### src/rtl/pclu_pkg.sv
package pclu_pkg;
  localparam int PCLU_PC_W   = 21;
  localparam int PCLU_BYTE_W = 8;

  typedef enum logic [1:0] {
    SEL_LOW   = 2'd0,
    SEL_MID   = 2'd1,
    SEL_TOP   = 2'd2,
    SEL_NONE  = 2'd3
  } pclu_sel_e;
endpackage

### src/rtl/pclu_port_decode.sv
module pclu_port_decode
  import pclu_pkg::*;
#(
  parameter int BYTE_W = PCLU_BYTE_W,
  parameter int TOP_W  = 5
) (
  input  logic              reg_wr,
  input  logic              reg_rd,
  input  logic [1:0]        reg_sel,
  input  logic [BYTE_W-1:0] pc_low,
  input  logic [BYTE_W-1:0] mid_q,
  input  logic [TOP_W-1:0]  top_q,
  output logic              wr_low,
  output logic              wr_mid,
  output logic              wr_top,
  output logic              rd_low,
  output logic [BYTE_W-1:0] rdata
);
  pclu_sel_e sel;
  assign sel = pclu_sel_e'(reg_sel);

  // A write takes the port; a read in the same cycle has no side effect.
  assign wr_low = reg_wr && (sel == SEL_LOW);
  assign wr_mid = reg_wr && (sel == SEL_MID);
  assign wr_top = reg_wr && (sel == SEL_TOP);
  assign rd_low = reg_rd && !reg_wr && (sel == SEL_LOW);

  always_comb begin
    unique case (sel)
      SEL_LOW: rdata = pc_low;
      SEL_MID: rdata = mid_q;
      SEL_TOP: rdata = {{(BYTE_W-TOP_W){1'b0}}, top_q};
      default: rdata = '0;
    endcase
  end
endmodule

### src/rtl/pclu_latch_bank.sv
module pclu_latch_bank
  import pclu_pkg::*;
#(
  parameter int BYTE_W = PCLU_BYTE_W,
  parameter int TOP_W  = 5
) (
  input  logic              clk,
  input  logic              rst_n,
  input  logic              wr_mid,
  input  logic              wr_top,
  input  logic [BYTE_W-1:0] wdata,
  input  logic              capture,
  input  logic [BYTE_W-1:0] cap_mid,
  input  logic [TOP_W-1:0]  cap_top,
  output logic [BYTE_W-1:0] mid_q,
  output logic [TOP_W-1:0]  top_q
);
  always_ff @(posedge clk) begin
    if (!rst_n) begin
      mid_q <= '0;
      top_q <= '0;
    end else if (capture) begin
      mid_q <= cap_mid;
      top_q <= cap_top;
    end else begin
      if (wr_mid) mid_q <= wdata;
      if (wr_top) top_q <= wdata[TOP_W-1:0];
    end
  end
endmodule

### src/rtl/pclu_counter.sv
module pclu_counter
  import pclu_pkg::*;
#(
  parameter int PC_W   = PCLU_PC_W,
  parameter int BYTE_W = PCLU_BYTE_W,
  parameter int TOP_W  = PC_W - 2*BYTE_W
) (
  input  logic              clk,
  input  logic              rst_n,
  input  logic              adv,
  input  logic              load,
  input  logic [PC_W-1:0]   load_addr,
  input  logic              wr_low,
  input  logic [BYTE_W-1:0] wdata,
  input  logic [BYTE_W-1:0] mid_q,
  input  logic [TOP_W-1:0]  top_q,
  output logic [PC_W-1:0]   pc_q
);
  localparam logic [PC_W-1:0] STEP = PC_W'(2);

  logic [PC_W-1:0] pc_d;

  always_comb begin
    pc_d = pc_q;
    if (load)
      pc_d = {load_addr[PC_W-1:1], 1'b0};
    else if (wr_low)
      pc_d = {top_q, mid_q, wdata[BYTE_W-1:1], 1'b0};
    else if (adv)
      pc_d = pc_q + STEP;
  end

  always_ff @(posedge clk) begin
    if (!rst_n) pc_q <= '0;
    else        pc_q <= pc_d;
  end
endmodule

### src/rtl/latched_pc_unit.sv
module latched_pc_unit
  import pclu_pkg::*;
#(
  parameter int PC_W   = PCLU_PC_W,
  parameter int BYTE_W = PCLU_BYTE_W
) (
  input  logic              clk,
  input  logic              rst_n,
  input  logic              adv_i,
  input  logic              load_i,
  input  logic [PC_W-1:0]   load_addr_i,
  input  logic              reg_wr_i,
  input  logic              reg_rd_i,
  input  logic [1:0]        reg_sel_i,
  input  logic [BYTE_W-1:0] reg_wdata_i,
  output logic [BYTE_W-1:0] reg_rdata_o,
  output logic [PC_W-1:0]   pc_o
);
  localparam int TOP_W = PC_W - 2*BYTE_W;

  logic              wr_low, wr_mid, wr_top, rd_low;
  logic [BYTE_W-1:0] mid_q;
  logic [TOP_W-1:0]  top_q;
  logic [PC_W-1:0]   pc_q;

  pclu_port_decode #(.BYTE_W(BYTE_W), .TOP_W(TOP_W)) u_decode (
    .reg_wr (reg_wr_i),
    .reg_rd (reg_rd_i),
    .reg_sel(reg_sel_i),
    .pc_low (pc_q[BYTE_W-1:0]),
    .mid_q  (mid_q),
    .top_q  (top_q),
    .wr_low (wr_low),
    .wr_mid (wr_mid),
    .wr_top (wr_top),
    .rd_low (rd_low),
    .rdata  (reg_rdata_o)
  );

  pclu_latch_bank #(.BYTE_W(BYTE_W), .TOP_W(TOP_W)) u_latches (
    .clk    (clk),
    .rst_n  (rst_n),
    .wr_mid (wr_mid),
    .wr_top (wr_top),
    .wdata  (reg_wdata_i),
    .capture(rd_low),
    .cap_mid(pc_q[2*BYTE_W-1:BYTE_W]),
    .cap_top(pc_q[PC_W-1:2*BYTE_W]),
    .mid_q  (mid_q),
    .top_q  (top_q)
  );

  pclu_counter #(.PC_W(PC_W), .BYTE_W(BYTE_W), .TOP_W(TOP_W)) u_counter (
    .clk      (clk),
    .rst_n    (rst_n),
    .adv      (adv_i),
    .load     (load_i),
    .load_addr(load_addr_i),
    .wr_low   (wr_low),
    .wdata    (reg_wdata_i),
    .mid_q    (mid_q),
    .top_q    (top_q),
    .pc_q     (pc_q)
  );

  assign pc_o = pc_q;
endmodule

### config.mk
export PLATFORM = sky130hd
export DESIGN_NAME = latched_pc_unit
export DESIGN_NICKNAME = d
export VERILOG_FILES = /design/src/rtl/pclu_pkg.sv /design/src/rtl/pclu_port_decode.sv /design/src/rtl/pclu_latch_bank.sv /design/src/rtl/pclu_counter.sv /design/src/rtl/latched_pc_unit.sv
export SDC_FILE = /design/constraint.sdc
export NUM_CORES = 1
export LEC_CHECK = 0
export BUFFER_PORTS_ARGS = -buffer_cell sky130_fd_sc_hd__buf_2
export CAP_MARGIN = 20
export CORE_ASPECT_RATIO = 0.5
export CORE_MARGIN = 2
export CORE_UTILIZATION = 45
export CTS_BUF_LIST = sky130_fd_sc_hd__clkbuf_8
export DETAILED_ROUTE_END_ITERATION = 6
export GPL_ROUTABILITY_DRIVEN = 0
export PLACE_DENSITY = 0.71
export SLEW_MARGIN = 15
export SYNTH_ARGS = -nofsm -noshare
export SYNTH_HDL_FRONTEND = slang
export SYNTH_SLANG_ARGS = --single-unit
### constraint.sdc
create_clock -name clk -period 2.4 [get_ports clk]
set_clock_uncertainty 0.2 [all_clocks]
set_input_delay 0.24 -clock clk [delete_from_list [all_inputs] [get_ports clk]]
set_output_delay 0.24 -clock clk [all_outputs]
set_load 0.01 [all_outputs]
# Yosys cells after proc, flatten, opt, wreduce, memory -nomap -nowiden
# Cells that the tools add are included.
[classes]
add_sub_neg = 1
eq_ne = 2
mux = 8
bitwise = 1
reduce_logical = 11
[op_table]
columns = ["operator", "count"]
rows = [
  ["two-way mux 21 bit", 3],
  ["case mux 8 bit (3 select lines)", 1],
  ["adder 21 x 2 -> 21 bit (second input constant)", 1],
  ["two-way mux 8 bit", 2],
  ["two-way mux 5 bit", 2],
  ["logical AND 1 bit", 5],
  ["nonzero test 2 bit", 2],
  ["nonzero test 3 bit", 1],
  ["OR reduction 3 bit", 1],
  ["equality test 2 x 1 -> 1 bit (second input constant)", 1],
  ["equality test 2 bit (second input constant)", 1],
  ["logical NOT 2 bit", 1],
  ["logical NOT 1 bit", 1],
  ["NOT 1 bit", 1],
]
[totals]
regBits = 34
output_inout_bits = 29
wordCells = 27

# Depth between registers and ports, before layout
[logic_depth]
depth_word = 4
mapped_depth = 7
depth_no_buf = 6

# By module
# Synthesis repeated with hierarchy kept, for this count alone.
[hier_totals]
cells_unflattened = 279
area_unflattened_um2 = 2399.8
[by_module_without_submodules]
columns = ["module", "n_inst", "cells_each", "area_per_inst_um2", "seq_area_each_um2"]
rows = [
  ["pclu_counter", 1, 199, 1531.5, 400.4],
  ["pclu_latch_bank", 1, 56, 684.4, 260.2],
  ["pclu_port_decode", 1, 24, 183.9, 0.0],
]

# Worst setup path after synthesis
# No wires, ideal clock.
[synth_timing]
kind = "register to register"
from = "reg u_counter.pc_q[3]"
to = "reg u_counter.pc_q[6]"
arrival_time_ns = 1.513
required_ns = 2.134
setup_slack_ns = 0.621
path_stages_with_launch = 7
n_path_buf = 1
cell_sequence = "dfxtp_1 and3_1 buf_4 nand3_2 or3b_1 a31o_1 a21boi_2"
[synth_via]
elab_chain_len = 4
[synth_lines]
columns = ["element", "line", "source"]
rows = [
  ["from (decl)", "pclu_counter.sv:17", "output logic [PC_W-1:0] pc_q"],
  ["from (signal assigned)", "pclu_counter.sv:35", "else pc_q <= pc_d;"],
  ["adder 21 x 2 -> 21 bit", "pclu_counter.sv:30", "pc_d = pc_q + STEP;"],
  ["two-way mux 21 bit", "pclu_counter.sv:29", "else if (adv)"],
  ["two-way mux 21 bit", "pclu_counter.sv:27", "else if (wr_low)"],
  ["two-way mux 21 bit", "pclu_counter.sv:25", "if (load)"],
]
# No other way between the ends. The select of a mux whose other input is x is not followed.
# A chain may end at the register's enable or synchronous reset.

# Final worst setup path
[layout_timing]
from = "reg u_counter.pc_q[4]"
to = "reg u_counter.pc_q[17]"
# The elaborated chain is that of the path after synthesis.

==> impl_metrics.toml <==
[clock_tree]
clkTransAtPathRegs_ns = 0.07
cts_buffers = 5
cts_root_buf = "clkbuf_8"
cts.htree.levels = 2
cts_sinks = 33
clock_latency_ns = 0.29
cts_buffer_depth = 2
cts_tree = "built"

[power]
p_per_area_nw_per_um2 = 517
irDropWorstVdd_mv = 0.233
leakagePower_nw = 1.09
total_power_w = 0.00136

[synth]
ys_warn_count = 0
synth_area_um2 = 2190
yosysSeqAreaShare_pct = 30.2
synth-edff-count = 0
synth.largest_area_cell = "dfxtp_1"
synthTopCellsByArea = "dfxtp_1 30%, nand2_1 7.2%, a21oi_1 5.5%, a22oi_1 4.5%, nor2_1 3.3%"
synth_top_area_share_pct = 30.2
synthFlopType = "dfxtp_1"
synth_common_cells = "42 x nand2_1, 33 x dfxtp_1, 24 x a21oi_1"
avgSynthCellArea_um2 = 7.59
async_reset_ff_share_pct = 0
synth_cells = 288
ys_ff_latch = 33
syn_nets = 326
synth.most_common_cell = "nand2_1"
synth_cell_type_count = 51

[sta]
tns_ns = 0
slew_headroom_pct = 65.5
fmax_ghz = 0.496
fin_crit_sh_pct = 84.0
rsz0062_at_grt = "false"
finalHoldViolations = 0
drv_slew = 0
finalCriticalPeriod_ns = 2.02
tightest_slew_ns = 0.513
finalSetupViolCount = 0

[layout]
fin_util_pct = 57.9
antenna_cells = 0
area_growth_pct = 19.9
drive_above_1_share_pct = 24.3
fillers = 449
final_nets = 383

[setup_path]
cp_max_fo = 7
setup.worst_path.end_class = "register"
ff2ff_setup_slack_ns = 0.38
rr_startpoint = "u_counter.pc_q[4]"
cp.arrival_ns = 1.99
cpMaxStageDelayCell = "dfxtp_1"
cp_top_family = "simple AND/OR/NAND/NOR gates"
r2r_end = "u_counter.pc_q[17]"
r2r_cells = 5
cp.required_ns = 2.37
critPathKind = "register to register"
worst-path-buf-inv = 0
crit_chain = "and3_1, nand4_1, nor3_1, xnor2_1, a21oi_1"
cp-start-kind = "register"
critPathMaxStageDelay_ns = 0.45

[global_routing]
grt_first_pass_wirelength_um = 10900
gr-total-overflow = 0
track_usage_pct = 26.4
grt_max_degree = 25
antenna_found_initial = 0
grt_pass1_vias = 2224

[floorplan]
die_h_um = 53.3
die-area_um2 = 5460
core_area_um2 = 4530
die_w_um = 103
start_util_pct = 48.2
rows = 17
ios = 66

[placed_design]
numPortBuffers = 63
dpl.hpwl_um = 5070

[worst_hold_path]
hp-start = "load_addr_i[8]"
hold_class = "primary input to register"
whs_path_depth = 3
hold-path-endpoint = "u_counter.pc_q[8]"

[detailed_routing]
wl_um = 6880
ant_nets = 0
wire_per_inst_um = 16.7
drtPass1Iterations = 5
drc_errors = 0
routed-via-count = 2425
via_per_inst = 5.89
drt_iter0_drc = 237

[outcome]
outcome = "complete, no violations"

[flow_run]
cap_violations = 0
-- sequential cells by signal (all words and copies together), names as in the netlist --
name / cells
u_counter.pc_q: 20
u_latches.mid_q: 8
u_latches.top_q: 5
-- worst reg2reg max path: stages, from the launching register on --
cell and delay, ns:
dfxtp_1 0.45, and3_1 0.35, nand4_1 0.36, nor3_1 0.30, xnor2_1 0.16, a21oi_1 0.08
-- how the worst max path moves through the flow --
stage,start,end,slack (ns),cells past startpoint
after floorplan,u_counter.pc_q[3],u_counter.pc_q[6],0.62,6
after global placement,reg_sel_i[0],u_counter.pc_q[6],0.37,6
after detailed placement,reg_sel_i[1],u_counter.pc_q[11],0.32,7
after CTS,u_counter.pc_q[4],u_counter.pc_q[17],0.41,5
after global routing,u_counter.pc_q[4],u_counter.pc_q[17],0.22,5
final,u_counter.pc_q[4],u_counter.pc_q[17],0.38,5
-- kinds of logic (layout without fill, tap and decap cells) --
family | Yosys count | in the layout | synth area share (%)
other | 1 | 1 | 0.172
AO/OA/AOI/OAI | 89 | 89 | 26.7
buffers and inverters | 24 | 82 | 5.61
adder cells (fa/ha/maj) | 1 | 1 | 0.572
flip-flops | 33 | 33 | 30.2
XOR/XNOR | 14 | 14 | 5.61
multiplexers | 7 | 7 | 3.21
AND/OR/NAND/NOR | 119 | 119 | 27.9
-- final cells by class --
cell class	instances	area, um^2	share of cell area (%)
Clock buffer	5	68.8	2.63
Clock inverter	3	13.8	0.525
Inverter	2	7.51	0.286
Multi-Input combinational cell	231	1400	53.5
Sequential cell	33	661	25.2
Tap cell	66	82.6	3.15
Timing Repair Buffer	72	385	14.7
-- cell usage in the layout (no fill, tap or decap), types with 3 or more instances in the layout --
cell type / synthesis / final
dfxtp_1: 33 / 33
o21ai_1: 4 / 4
nand4_1: 3 / 3
nand2b_1: 3 / 3
o21ai_0: 11 / 11
nor2_1: 19 / 19
or3_1: 4 / 4
clkbuf_8: 0 / 5
a22oi_1: 13 / 13
o31ai_1: 5 / 5
xnor2_1: 8 / 8
xor2_1: 6 / 6
a21oi_1: 24 / 24
and3_1: 6 / 6
mux2i_1: 7 / 7
o22ai_1: 4 / 4
nand3_1: 12 / 12
a21boi_1: 8 / 8
nor3_1: 14 / 14
and2_1: 4 / 4
buf_4: 4 / 8
buf_2: 8 / 63
nand2_1: 42 / 42
-- what timing repair did --
item	in CTS	in global routing
setup buffers	0	0
hold buffers	1	0
gates resized for setup	0	0
hold endpoints to repair	1	0
-- metrics by stage --
stage / area (um^2) / hold slack (ns) / setup WS (ns) / cells
final: 2620 / 0.00503 / 0.383 / 412
after global routing: 2620 / 0.000115 / 0.218 / 412
after CTS: 2620 / 0.00598 / 0.407 / 412
after detailed placement: 2530 / 0.278 / 0.321 / 403
after global placement: 2530 / 0.263 / 0.373 / 403
after floorplan: 2190 / 0.177 / 0.621 / 288
-- power by group --
part           switching (W)  leakage [nW]  internal (W)  total (W)
sequential         0.0000484         0.271      0.000582   0.000631
clock               0.000226        0.0491      0.000197   0.000423
combinational       0.000171         0.772      0.000131   0.000303
total               0.000446          1.09      0.000911    0.00136
-- routing by layer --
layer / routed length (um) / global-route usage, % / up-vias
met3: 583 / 6.34 / 4
met5: 0 / 0 / -
met2: 3070 / 43.4 / 117
met1: 3190 / 35.2 / 1142
li1: - / - / 1162
met4: 36 / 5.78 / 0
No activity file was read; power rests on OpenSTA's default activity.
